[config.mk]
export PLATFORM = sky130hd
export DESIGN_NAME = arinc_rx_filter
export DESIGN_NICKNAME = d
export VERILOG_FILES = /design/src/rtl/arinc_flt_pkg.sv /design/src/rtl/lbl_store.sv /design/src/rtl/lbl_match.sv /design/src/rtl/word_gate.sv /design/src/rtl/arinc_rx_filter.sv
export SDC_FILE = /design/constraint.sdc
export NUM_CORES = 1
export LEC_CHECK = 0
export ABC_AREA = 1
export BUFFER_PORTS_ARGS = -buffer_cell sky130_fd_sc_hd__buf_2
export CORE_ASPECT_RATIO = 0.75
export CORE_MARGIN = 4
export CORE_UTILIZATION = 55
export DETAILED_ROUTE_END_ITERATION = 10
export GPL_ROUTABILITY_DRIVEN = 0
export PLACE_DENSITY_LB_ADDON = 0.05
export SETUP_SLACK_MARGIN = 0.1
export SYNTH_ARGS = -nofsm -noshare
export SYNTH_HDL_FRONTEND = slang
export SYNTH_SLANG_ARGS = --single-unit
[constraint.sdc]
create_clock -name clk -period 3.7 [get_ports clk]
set_clock_uncertainty 0.15 [all_clocks]
set_input_delay 0.37 -clock clk [delete_from_list [all_inputs] [get_ports clk]]
set_output_delay 0.37 -clock clk [all_outputs]
set_load 0.02 [all_outputs]
[src/rtl/arinc_flt_pkg.sv]
package arinc_flt_pkg;
  localparam int WORD_W  = 32;
  localparam int SDI_LSB = 8;
  localparam int SDI_W   = 2;

  typedef struct packed {
    logic             lbl_en;
    logic             sdi_en;
    logic [SDI_W-1:0] sdi_code;
  } filt_cfg_t;
endpackage

[src/rtl/lbl_store.sv]
module lbl_store #(
  parameter int NUM = 16,
  parameter int W   = 8
) (
  input  logic           clk,
  input  logic           rst_n,
  input  logic           mode,
  input  logic           wr,
  input  logic [W-1:0]   wdata,
  input  logic           rd,
  output logic [W-1:0]   rdata,
  output logic [NUM*W-1:0] table_flat
);
  localparam int IW = $clog2(NUM);
  localparam int PW = IW + 1;

  logic [W-1:0]  mem [NUM];
  logic [PW-1:0] ptr;
  logic [IW-1:0] idx;
  logic          live;

  assign idx  = ptr[IW-1:0];
  assign live = mode && (ptr < PW'(NUM));

  always_ff @(posedge clk) begin
    if (!rst_n) begin
      ptr   <= '0;
      rdata <= '0;
      for (int i = 0; i < NUM; i++) mem[i] <= '0;
    end else if (!mode) begin
      ptr <= '0;
    end else if (live && (wr || rd)) begin
      ptr <= ptr + 1'b1;
      if (wr) mem[idx] <= wdata;
      else    rdata    <= mem[idx];
    end
  end

  for (genvar g = 0; g < NUM; g++) begin : g_flat
    assign table_flat[g*W +: W] = mem[g];
  end
endmodule

[src/rtl/lbl_match.sv]
module lbl_match #(
  parameter int NUM = 16,
  parameter int W   = 8
) (
  input  logic [NUM*W-1:0] table_flat,
  input  logic [W-1:0]     label,
  output logic             hit
);
  logic [NUM-1:0] eq;

  for (genvar g = 0; g < NUM; g++) begin : g_cmp
    assign eq[g] = (table_flat[g*W +: W] == label);
  end

  assign hit = |eq;
endmodule

[src/rtl/word_gate.sv]
module word_gate #(
  parameter int WW = 32
) (
  input  logic          clk,
  input  logic          rst_n,
  input  logic          suspend,
  input  logic          pass,
  input  logic          in_valid,
  input  logic [WW-1:0] in_data,
  output logic          in_ready,
  output logic          out_valid,
  output logic [WW-1:0] out_data,
  input  logic          out_ready
);
  logic take;
  logic even_flag;

  assign in_ready  = !suspend && (!out_valid || out_ready);
  assign take      = in_valid && in_ready;
  assign even_flag = ~^in_data;

  always_ff @(posedge clk) begin
    if (!rst_n) begin
      out_valid <= 1'b0;
      out_data  <= '0;
    end else if (take) begin
      out_valid <= pass;
      if (pass) out_data <= {even_flag, in_data[WW-2:0]};
    end else if (out_ready) begin
      out_valid <= 1'b0;
    end
  end
endmodule

[src/rtl/arinc_rx_filter.sv]
module arinc_rx_filter
  import arinc_flt_pkg::*;
#(
  parameter int NUM_LABELS = 16,
  parameter int LABEL_W    = 8
) (
  input  logic               clk,
  input  logic               rst_n,
  input  logic               in_valid,
  input  logic [WORD_W-1:0]  in_data,
  output logic               in_ready,
  output logic               out_valid,
  output logic [WORD_W-1:0]  out_data,
  input  logic               out_ready,
  input  logic               lbl_en,
  input  logic               sdi_en,
  input  logic [SDI_W-1:0]   sdi_code,
  input  logic               label_mode,
  input  logic               host_wr,
  input  logic [LABEL_W-1:0] host_wdata,
  input  logic               host_rd,
  output logic [LABEL_W-1:0] host_rdata
);
  filt_cfg_t                    cfg;
  logic [NUM_LABELS*LABEL_W-1:0] table_flat;
  logic                         hit;
  logic                         sdi_ok;
  logic                         pass;

  assign cfg = '{lbl_en: lbl_en, sdi_en: sdi_en, sdi_code: sdi_code};

  lbl_store #(.NUM(NUM_LABELS), .W(LABEL_W)) u_store (
    .clk(clk), .rst_n(rst_n), .mode(label_mode),
    .wr(host_wr), .wdata(host_wdata), .rd(host_rd),
    .rdata(host_rdata), .table_flat(table_flat)
  );

  lbl_match #(.NUM(NUM_LABELS), .W(LABEL_W)) u_match (
    .table_flat(table_flat), .label(in_data[LABEL_W-1:0]), .hit(hit)
  );

  always_comb begin
    sdi_ok = (in_data[SDI_LSB +: SDI_W] == cfg.sdi_code);
    pass   = (!cfg.lbl_en || hit) && (!cfg.sdi_en || sdi_ok);
  end

  word_gate #(.WW(WORD_W)) u_gate (
    .clk(clk), .rst_n(rst_n), .suspend(label_mode), .pass(pass),
    .in_valid(in_valid), .in_data(in_data), .in_ready(in_ready),
    .out_valid(out_valid), .out_data(out_data), .out_ready(out_ready)
  );
endmodule

# Word level (Yosys, flattened, before mapping)
# Memory sizes are Yosys's and may differ from the RTL's. A register that Yosys moved wholly into a read port is not among the register bits.
# Index checks and enable logic that the tools add are counted.
[totals]
reg_bits = 38
ramBits = 128
output_inout_bits = 42
mem_count = 1
[classes]
add_sub_neg = 1
magnitude_cmp = 1
n_eq_ne = 17
muxes = 11
bitwise = 1
reduce_logical = 21
[memory_table]
columns = ["name", "depth", "width", "read_ports", "rd_ports_with_merged_regs", "write_ports", "line", "text"]
rows = [
  ["u_store.mem", 16, 8, 17, 1, 16, "lbl_store.sv:17", "logic [W-1:0] mem [NUM];"],
]
[op_table]
columns = ["op", "count"]
rows = [
  ["8-bit == test", 16],
  ["32-bit XNOR reduction", 1],
  ["16-bit OR reduction", 1],
  ["1-bit two-way mux", 9],
  ["8-bit two-way mux", 1],
  ["8-bit OR reduction", 1],
  ["5-bit by 1-bit adder with 5-bit output, second input constant", 1],
  ["1-bit logical AND", 5],
  ["1-bit zero test", 5],
  ["5-bit < comparator, second input constant", 1],
  ["1-bit logical OR", 4],
  ["4-bit two-way mux", 1],
  ["2-bit AND reduction", 2],
  ["3-bit AND reduction", 1],
  ["2-bit == test", 1],
  ["2-bit nonzero test", 1],
  ["1-bit NOT", 1],
]

# Logic depth before layout (Yosys ltp)
# Gate-level depths: netlist of run 1.
[depth]
ltp_word = 9
mapped_depth = 16

# Hierarchy
# From an unflattened synthesis of run 1, not the netlist that was laid out.
[unflattened]
cells_unflattened = 1630
area_unflattened_um2 = 11024.3
[by_module_without_submodules]
columns = ["module", "n_inst", "cells_each", "area_each_um2", "seq_area_each_um2"]
rows = [
  ["lbl_store", 1, 752, 6620.1, 4103.9],
  ["lbl_match", 1, 541, 2411.1, 0.0],
  ["word_gate", 1, 327, 1945.6, 660.6],
  ["arinc_rx_filter", 1, 10, 47.5, 0.0],
]

# Worst setup path before layout of run 1
# No wires, ideal clock.
[synth_path]
path_type = "reg2reg"
startpoint = "reg u_store.ptr[0]"
endpoint = "mem u_store.mem[4][0], enable pin"
arrival_time_ps = 1701
required_time_ps = 3221
setup_slack_ps = 1520
path_stages_with_launch = 9
path_buffers = 2
cell_sequence = "dfxtp_1 > clkbuf_1 > clkinv_1 > clkbuf_1 > ha_1 > inv_1 > nor2_1 > nand2_1 > nand2_1"
[synth_lines]
columns = ["item", "line", "text"]
rows = [
  ["start, declared", "lbl_store.sv:18", "logic [PW-1:0] ptr;"],
  ["start signal, assigned", "lbl_store.sv:33", "ptr <= ptr + 1'b1;"],
  ["end, declared", "lbl_store.sv:17", ""],
]

# Worst setup path after layout of run 1
[layout_path]
startpoint = "reg u_store.ptr[0]"
endpoint = "reg u_store.rdata[6] (read register of u_store.mem)"
[layout_via]
elab_chain_cells = 4
[layout_lines]
columns = ["item", "line", "text"]
rows = [
  ["5-bit < comparator", "lbl_store.sv:23", "assign live = mode && (ptr < PW'(NUM));"],
  ["1-bit logical AND", "lbl_store.sv:23", ""],
  ["1-bit logical AND", "lbl_store.sv:32", "end else if (live && (wr || rd)) begin"],
  ["3-bit AND reduction (no source line)", "--", ""],
  ["end, declared", "lbl_store.sv:11", "output logic [W-1:0] rdata,"],
]
# Several ways; a longest one is shown, not always the timed one.
# A chain may end at the register's enable or synchronous reset.

==> metrics.cfg, run 1 <==
[logic_synthesis]
synth_fp_nets = 1410
synth_fa_ha_area_frac = 0.00481
seq_area_frac_synth = 0.458
synthMostInstantiatedCell = nand2_1
synth_top_area_cell = edfxtp_1
yosysUniqueCellTypes = 37
synth_edf_count = 128
netlist_area_sq_mm = 0.0104
ys_ff_latch = 174
synthCells = 1355
syn_avg_cell_area_sq_um = 7.68
synth_top_area_frac = 0.369
synth_top_family_by_area = simple AND/OR/NAND/NOR gates
synth_flop_cell = edfxtp_1
synthTopCellsByCount = nand2_1 (378), nor2_1 (301), edfxtp_1 (128), inv_1 (97), o21ai_0 (91)
yosys.area_share.simple = 0.286
async_reset_ff_frac = 0
synth-compound-area-share = 0.0782
synth-xor-area-share = 0.0975
ys_top_cells_by_area = edfxtp_1 (37%), nand2_1 (14%), nor2_1 (11%)
yosys_warnings = 0
synth_mux_area_frac = 0

[detailed_routing]
routed_wl_mm = 32.1
dr_total_vias = 9409
drc = 0
route.top_layer_used = met5
wl_per_cell_um = 19.1
route.met2.wl_mm = 13.6
met1Wirelength_mm = 14.0
drtAntennaViolNets = 0
wl_met3_mm = 3.87
firstDrtPassIters = 6
viasPerCell = 5.58
drtIter0Drc = 1305

[cells_and_area]
diodes = 0
drive_above_1_share = 0.116
syn2layout_area_growth_pct = 11.1
nFillCells = 1708
fin_util = 0.623
final_nets = 1482

[timing]
slew_headroom = 0.346
finalHoldViolCount = 0
setup_violations = 0
fin_crit_sh = 0.763
layout_setup_ws_ps = 877
timing.hold.ws_ps = 61.5
tns_ps = 0
fin_crit_ps = 2820
timing.final.max_slew_violations = 0
rsz0062_at_grt = false
fmax_mhz = 354
tightestPinTransition_ps = 980

[clock_tree]
cts_root_buf = clkbuf_16
cts_buffer_depth = 2
post_cts_buffers = 0
cts_tree = built
cts_resized = 0
numCtsBuffers = 17
clkLatencyLatePin_ps = 430
clk_pin_slew_ps = 70
postCtsHoldBufs = 0
h-tree-depth = 4
clock_sinks = 174

[global_route]
grt_overflow_total = 0
grt_use_total = 0.301
grt_max_degree = 58
grt_pass1_wl_mm = 49.2
grt_pass1_vias = 8528
antenna_found_initial = 1

[min_path]
hold_class = input pin to flop

[placed_design]
dp_hpwl_mm = 22.3
numPortBuffers = 92
place_worst_setup_slack_ps = 657

[worst_setup_path]
start_kind = flop
required_ps = 3850
crit_type = flop to flop
critical_path_arrival_ps = 2970
cp-end-kind = flop
path_max_fanout = 33

[die]
initial_core_util = 0.561
core_sq_mm = 0.0186
dieArea_sq_mm = 0.0212
die_w_um = 167
pin_count = 93
rows = 43
die_h_um = 127

[pwr]
ir_drop_mv = 0.278
p_per_area_mw_per_mm2 = 413
p_leak_nw = 5.15

[flow_run]
max_cap_viol_count = 0

[run_status]
status = complete, no violations

-- cell type report --
class,count,area [sq um],area share
clock buffers,19,433,0.0374
flip-flops and latches,174,4770,0.412
well taps,247,309,0.0267
clock inverters,12,145,0.0126
repair buffers,117,673,0.0582
multi-input cells,1016,4860,0.420
inverters,101,379,0.0328
-- worst max-delay path: stages (launching register included) --
cell and delay [ps]:
dfxtp_2 540, clkinv_1 440, buf_4 410, o21ai_0 210
o22ai_1 150, a32o_1 230, a21oi_1 420, a21oi_1 120
-- logic make-up (layout without fill, tap and decap cells) --
family / Yosys count / after routing
AOI/OAI and AO/OA: 152 / 152
xor gates and xnor gates: 115 / 115
adders and majority gates: 4 / 4
buffers and inverters: 165 / 249
DFF: 174 / 174
and+or+nand+nor: 745 / 745
-- worst paths after layout --
check	start	endpoint	slack [ps]	depth (start not counted)
worst min register to register	u_gate.out_data[17]$_SDFFE_PN0P_	u_gate.out_data[17]$_SDFFE_PN0P_	330	2
worst min-delay path	out_ready	u_gate.out_valid$_SDFFE_PN0P_	60	4
worst max register to register	u_store.ptr[0]$_SDFFE_PN0P_	u_store.rdata[6]$_SDFFE_PN0P_	880	7
worst max-delay path	u_store.ptr[0]$_SDFFE_PN0P_	u_store.rdata[6]$_SDFFE_PN0P_	880	7
-- state kept, by name, indices dropped and copies added (netlist names) --
signal / cells
u_store.ptr: 5
u_store.mem: 128
u_gate.out_data: 32
u_store.rdata: 8
u_gate.out_valid: 1
-- stage by stage --
step / power, mW / std cells / instance area [sq um]
after floorplan: 2.75 / 1355 / 10400
after global placement: 2.97 / 1655 / 11000
after detailed placement: 2.98 / 1655 / 11000
after CTS: 4.77 / 1686 / 11600
after global routing: 4.94 / 1686 / 11600
final: 4.78 / 1686 / 11600
-- layout by cell type (no fill, tap or decap), types with 30 or more instances in the layout --
cell / count
edfxtp_1: 128
xnor2_1: 84
nand3_1: 33
buf_2: 92
inv_1: 97
nand2_1: 378
xor2_1: 30
o21ai_0: 91
a21oi_1: 38
nor2_1: 301
dfxtp_1: 45
-- layer usage --
layer  vias to the layer above  track usage
li1                       4456            -
met1                      4363        0.448
met2                       530        0.438
met3                        58       0.0779
met4                         2       0.0837
met5                         -            0
-- report_power, final --
part | leakage (nW) | internal (mW) | total, mW | switching (mW)
Sequential | 1.70 | 2.17 | 2.23 | 0.0610
Combinational | 3.17 | 0.233 | 0.724 | 0.491
Clock | 0.281 | 1.05 | 1.83 | 0.771
No activity file was read; power rests on OpenSTA's default activity.
==> run 2: changes to the inputs <==
==> constraint.sdc (replaced) <==
create_clock -name clk -period 2.25 [get_ports clk]
set_clock_uncertainty 0.15 [all_clocks]
set_input_delay 0.225 -clock clk [delete_from_list [all_inputs] [get_ports clk]]
set_output_delay 0.225 -clock clk [all_outputs]
set_load 0.02 [all_outputs]
==> run 2 against run 1 <==
Effect of this change: wire length increased by 2.3%; largest power group unchanged; combinational power increased by 91%; critical path type unchanged; clock-buffer cell count decreased by 2.
==> metrics.cfg, run 2 (same netlist as run 1, synthesis figures left out) <==
[detailed_routing]
drtIter0Drc = 1179
viasPerCell = 5.46
routed_wl_mm = 32.9
wl_per_cell_um = 18.6
drc = 0
dr_total_vias = 9641
drtAntennaViolNets = 0
firstDrtPassIters = 6

[worst_setup_path]
cp_slowest_cell = edfxtp_1
required_ps = 2430
start_kind = flop
crit_type = flop to flop
cp_cell_sequence = or2_1 > nand2_1 > nor2_1 > nand3_1 > nand2_2 > nor2_4 > nand2_2 > nor2_4 > nor2_4 > clkbuf_16 > nor2_2 > nor2_1
cp_num_buf_inv = 1
critical_path_arrival_ps = 2320
cp-end-kind = flop
cpPeakStageDelay_ps = 440
crit_top_cell = nor2_4
path_max_fanout = 5
path_delay_family = simple AND/OR/NAND/NOR gates

[run_status]
status = complete, no violations

[clock_tree]
clkLatencyLatePin_ps = 440
cts_tree = built
h-tree-depth = 4
cts_root_buf = clkbuf_16
clk_pin_slew_ps = 70
numCtsBuffers = 17
clock_sinks = 174
cts_buffer_depth = 2

[timing]
tightestPinTransition_ps = 725
slew_headroom = 0.517
timing.hold.ws_ps = 4.56
tns_ps = 0
setup_violations = 0
rsz0062_at_grt = true
finalHoldViolCount = 0
fin_crit_sh = 0.948
fin_crit_ps = 2130
timing.final.max_slew_violations = 0
fmax_mhz = 469

[cells_and_area]
top_register = u_store.mem
final_cell_mix = nand2_1 (374), nor2_1 (274), edfxtp_1 (128)
largest_reg_flops = 128
drive_above_1_share = 0.180
diodes = 0
final_cells = 1765
fin_util = 0.682
mostFrequentLayoutCell = nand2_1
syn2layout_area_growth_pct = 21.6
reg_top3 = u_store.mem (128), u_gate.out_data (32), u_store.rdata (8)
final_nets = 1560

[global_route]
grt_overflow_total = 0
grt_max_degree = 58
grt_pass1_wl_mm = 48.9
grt_use_total = 0.299
grt_pass1_vias = 8771
antenna_found_initial = 0

[placed_design]
dpl.cell_count = 1712
numPortBuffers = 92
dp_hpwl_mm = 22.6

[pwr]
p_leak_nw = 5.67
p_per_area_mw_per_mm2 = 663
power_mw = 8.40
ir_drop_mv = 0.483

[die]
initial_core_util = 0.561
die_w_um = 167
dieArea_sq_mm = 0.0212
rows = 43
pin_count = 93
die_h_um = 127
core_sq_mm = 0.0186

[min_path]
hold_class = input pin to flop

[flow_run]
max_cap_viol_count = 0

## run 2: cell type report
class                   instances  area (sq um)
inverters                     101           379
repair buffers                194          1530
clock inverters                15           231
flip-flops and latches        174          4770
well taps                     247           309
clock buffers                  17           425
multi-input cells            1017          5020
fillers                      1573          5900
## run 2: through the flow
step / area (sq um) / worst slack, ps
5_1_grt: 12700 / 54.3
2_1_floorplan: 10400 / 117
6_report: 12700 / 117
4_1_cts: 12400 / 101
3_5_place_dp: 11600 / -288
3_3_place_gp: 11600 / -214
## run 2: tightest hold or removal path, cell delays in order
cell	delay (ps)
buf_2	100
inv_1	40
nand3_1	70
nand2_1	50
nor2_1	70
## run 2: where the power goes
part	switching, mW	leakage [nW]	total (mW)	internal, mW
Combinational	0.857	3.67	1.38	0.524
Clock	1.36	0.312	3.35	1.99
Sequential	0.108	1.70	3.67	3.56
Total	2.32	5.67	8.40	6.08
## run 2: metal layers
metal	wire, um	GRT usage
met1	14500	0.439
met2	13900	0.444
met3	3770	0.0727
met4	746	0.0856
met5	0	0
## run 2: what timing repair did
action | CTS | global route
pin swaps | 2 | 12
endpoints found under the hold margin | 12 | 0
endpoints found under the setup margin | 32 | 66
resized for setup | 3 | 48
gates cloned | 1 | 4
buffers inserted | 2 | 1
hold buffers | 13 | 0
## run 2: final timing paths
kind,endpoint,start,depth (start not counted),slack [ps]
setup / recovery,u_gate.out_data[25]$_SDFFE_PN0P_,u_store.mem[14][1]$_SDFFCE_PN0P_,12,120
hold / removal,u_gate.out_data[25]$_SDFFE_PN0P_,in_data[25],5,5
setup reg to reg,u_gate.out_data[25]$_SDFFE_PN0P_,u_store.mem[14][1]$_SDFFCE_PN0P_,12,120
hold reg to reg,u_gate.out_data[10]$_SDFFE_PN0P_,u_gate.out_data[10]$_SDFFE_PN0P_,2,330
==> run 3: changes to the inputs <==
--- a/config.mk
+++ b/config.mk
@@ -6,13 +6,13 @@
 export NUM_CORES = 1
 export LEC_CHECK = 0
 export ABC_AREA = 1
-export BUFFER_PORTS_ARGS = -buffer_cell sky130_fd_sc_hd__buf_2
+export BUFFER_PORTS_ARGS = -buffer_cell sky130_fd_sc_hd__buf_4
 export CORE_ASPECT_RATIO = 0.75
 export CORE_MARGIN = 4
 export CORE_UTILIZATION = 55
 export DETAILED_ROUTE_END_ITERATION = 10
 export GPL_ROUTABILITY_DRIVEN = 0
-export PLACE_DENSITY_LB_ADDON = 0.05
+export PLACE_DENSITY = 0.79
 export SETUP_SLACK_MARGIN = 0.1
 export SYNTH_ARGS = -nofsm -noshare
 export SYNTH_HDL_FRONTEND = slang
==> run 3 against run 2 <==
Effect of this change: the flow now finishes with violations (hold timing); largest cell class unchanged; total power is 2.8% lower; critical path type is now input pin to flop; sequential power hardly changed; design area is 0.22% higher; core utilization is 0.15 points higher; critical endpoint is now u_store.mem[0][3]$_SDFFCE_PN0P_; critical path depth is 3 lower.
==> metrics.cfg, run 3 (same netlist as run 1, synthesis figures left out) <==
[global_route]
grt_max_degree = 58
grt_pass1_wl_mm = 49.8
grt_use_total = 0.302
grt_pass1_vias = 9143
antenna_found_initial = 0
grt_overflow_total = 0

[worst_setup_path]
required_ps = 2220
path_max_fanout = 8
cp_cell_sequence = dlygate4sd3_1 > buf_4 > nand2_1 > inv_1 > nand3_2 > nor2_1 > buf_4 > nand2_1 > nand2_1
cp-end-kind = flop
reg2reg_to = u_gate.out_data[5]$_SDFFE_PN0P_
crit_top_cell = nand2_1
cp_slowest_cell = dlygate4sd3_1
reg2reg_depth = 12
crit_type = input pin to flop
start_kind = input pin
reg2reg_from = u_store.mem[14][1]$_SDFFCE_PN0P_
critical_path_arrival_ps = 2030
cpPeakStageDelay_ps = 540
r2r_slack_ps = 190

[cells_and_area]
final_cell_mix = nand2_1 (364), nor2_1 (293), buf_4 (153)
multi_input_area_sq_mm = 0.00495
diodes = 0
regArea_sq_mm = 0.00477
drive_above_1_share = 0.165
final_nets = 1556
top_register = u_store.mem
largest_reg_flops = 128
syn2layout_area_growth_pct = 21.9
reg_top3 = u_store.mem (128), u_gate.out_data (32), u_store.rdata (8)
nFillCells = 1467
mostFrequentLayoutCell = nand2_1

[timing]
timing.final.max_slew_violations = 0
rsz0062_at_grt = false
fin_crit_ps = 2060
tightestPinTransition_ps = 739
fmax_mhz = 486
timing.hold.ws_ps = -7.64
fin_crit_sh = 0.915
setup_violations = 0
slew_headroom = 0.507
finalHoldViolCount = 2

[die]
rows = 43
initial_core_util = 0.561
core_sq_mm = 0.0186
dieArea_sq_mm = 0.0212
die_h_um = 127
pin_count = 93
die_w_um = 167

[placed_design]
numPortBuffers = 92
dp_hpwl_mm = 22.3

[detailed_routing]
viasPerCell = 5.65
dr_total_vias = 9950
drc = 0
wl_per_cell_um = 18.7
firstDrtPassIters = 9
drtIter0Drc = 1526
routed_wl_mm = 32.9
drtAntennaViolNets = 0

[min_path]
holdPathStages = 5
hold_class = input pin to flop
holdPathEnd = u_gate.out_data[29]$_SDFFE_PN0P_
min_from = in_data[29]

[clock_tree]
cts_tree = built
numCtsBuffers = 17
h-tree-depth = 4
cts_root_buf = clkbuf_16
clk_pin_slew_ps = 70
clkLatencyLatePin_ps = 460
clock_sinks = 174
cts_buffer_depth = 2

[run_status]
violations = hold timing
status = finished, violations left

[pwr]
power_mw = 8.17
p_leak_nw = 5.61
p_per_area_mw_per_mm2 = 644
ir_drop_mv = 0.470

[flow_run]
max_cap_viol_count = 0

run 3: how the worst max path moves through the flow:
stage                     depth (start not counted)  slack [ps]                        startpoint                               end
after global routing                             15          40   u_store.mem[0][5]$_SDFFCE_PN0P_   u_gate.out_data[9]$_SDFFE_PN0P_
after floorplan                                   8         120       u_store.ptr[1]$_SDFFE_PN0P_   u_store.mem[4][0]$_SDFFCE_PN0P_
after CTS                                        11          90  u_store.mem[14][1]$_SDFFCE_PN0P_   u_gate.out_data[5]$_SDFFE_PN0P_
final                                             9         190                             rst_n   u_store.mem[0][3]$_SDFFCE_PN0P_
after global placement                           13        -100                        in_data[5]   u_gate.out_data[2]$_SDFFE_PN0P_
after detailed placement                         13        -150                        in_data[1]  u_gate.out_data[20]$_SDFFE_PN0P_
run 3: area by class of cell:
| type | instances | share of cell area |
|---|---|---|
| clock buffer | 17 | 0.0335 |
| clock inverter | 15 | 0.0137 |
| inverter | 101 | 0.0299 |
| multi-input combinational | 1017 | 0.390 |
| sequential | 174 | 0.376 |
| tap | 247 | 0.0244 |
| timing repair buffer | 190 | 0.133 |
run 3: stage by stage:
step	instance area [sq um]	TNS (ps)	instances	util	setup slack, ps
2_1_floorplan	10400	0	1355	-	117
3_3_place_gp	11700	-2700	1699	0.628	-97.4
3_5_place_dp	11700	-4160	1699	0.628	-152
4_1_cts	12500	0	1753	0.672	85.6
5_1_grt	12700	0	1761	0.684	44.2
6_report	12700	0	1761	0.684	192
run 3: repair_timing:
| action | 4_1_cts | 5_1_grt |
|---|---|---|
| pin swaps | 1 | 7 |
| endpoints found under the setup margin | 56 | 141 |
| buffers inserted | 0 | 5 |
| hold buffers | 21 | 0 |
| resized for setup | 3 | 28 |
| gates cloned | 1 | 3 |
| hold endpoints to repair | 20 | 0 |
run 3: layer usage:
layer	routed length, um	track usage	vias up
li1	-	-	4614
met4	699	0.0784	0
met3	4640	0.103	81
met2	14300	0.459	685
met5	0	0	-
met1	13300	0.417	4570
run 3: report_power, final:
part	internal (mW)	switching (mW)	leakage [nW]
clock network	1.68	1.42	0.289
registers	3.56	0.106	1.70
logic	0.546	0.856	3.62
run 3: critical path: cells and delay by family:
family,cells,cell delay (ps)
buf+inv,4,1000
simple gates,5,790
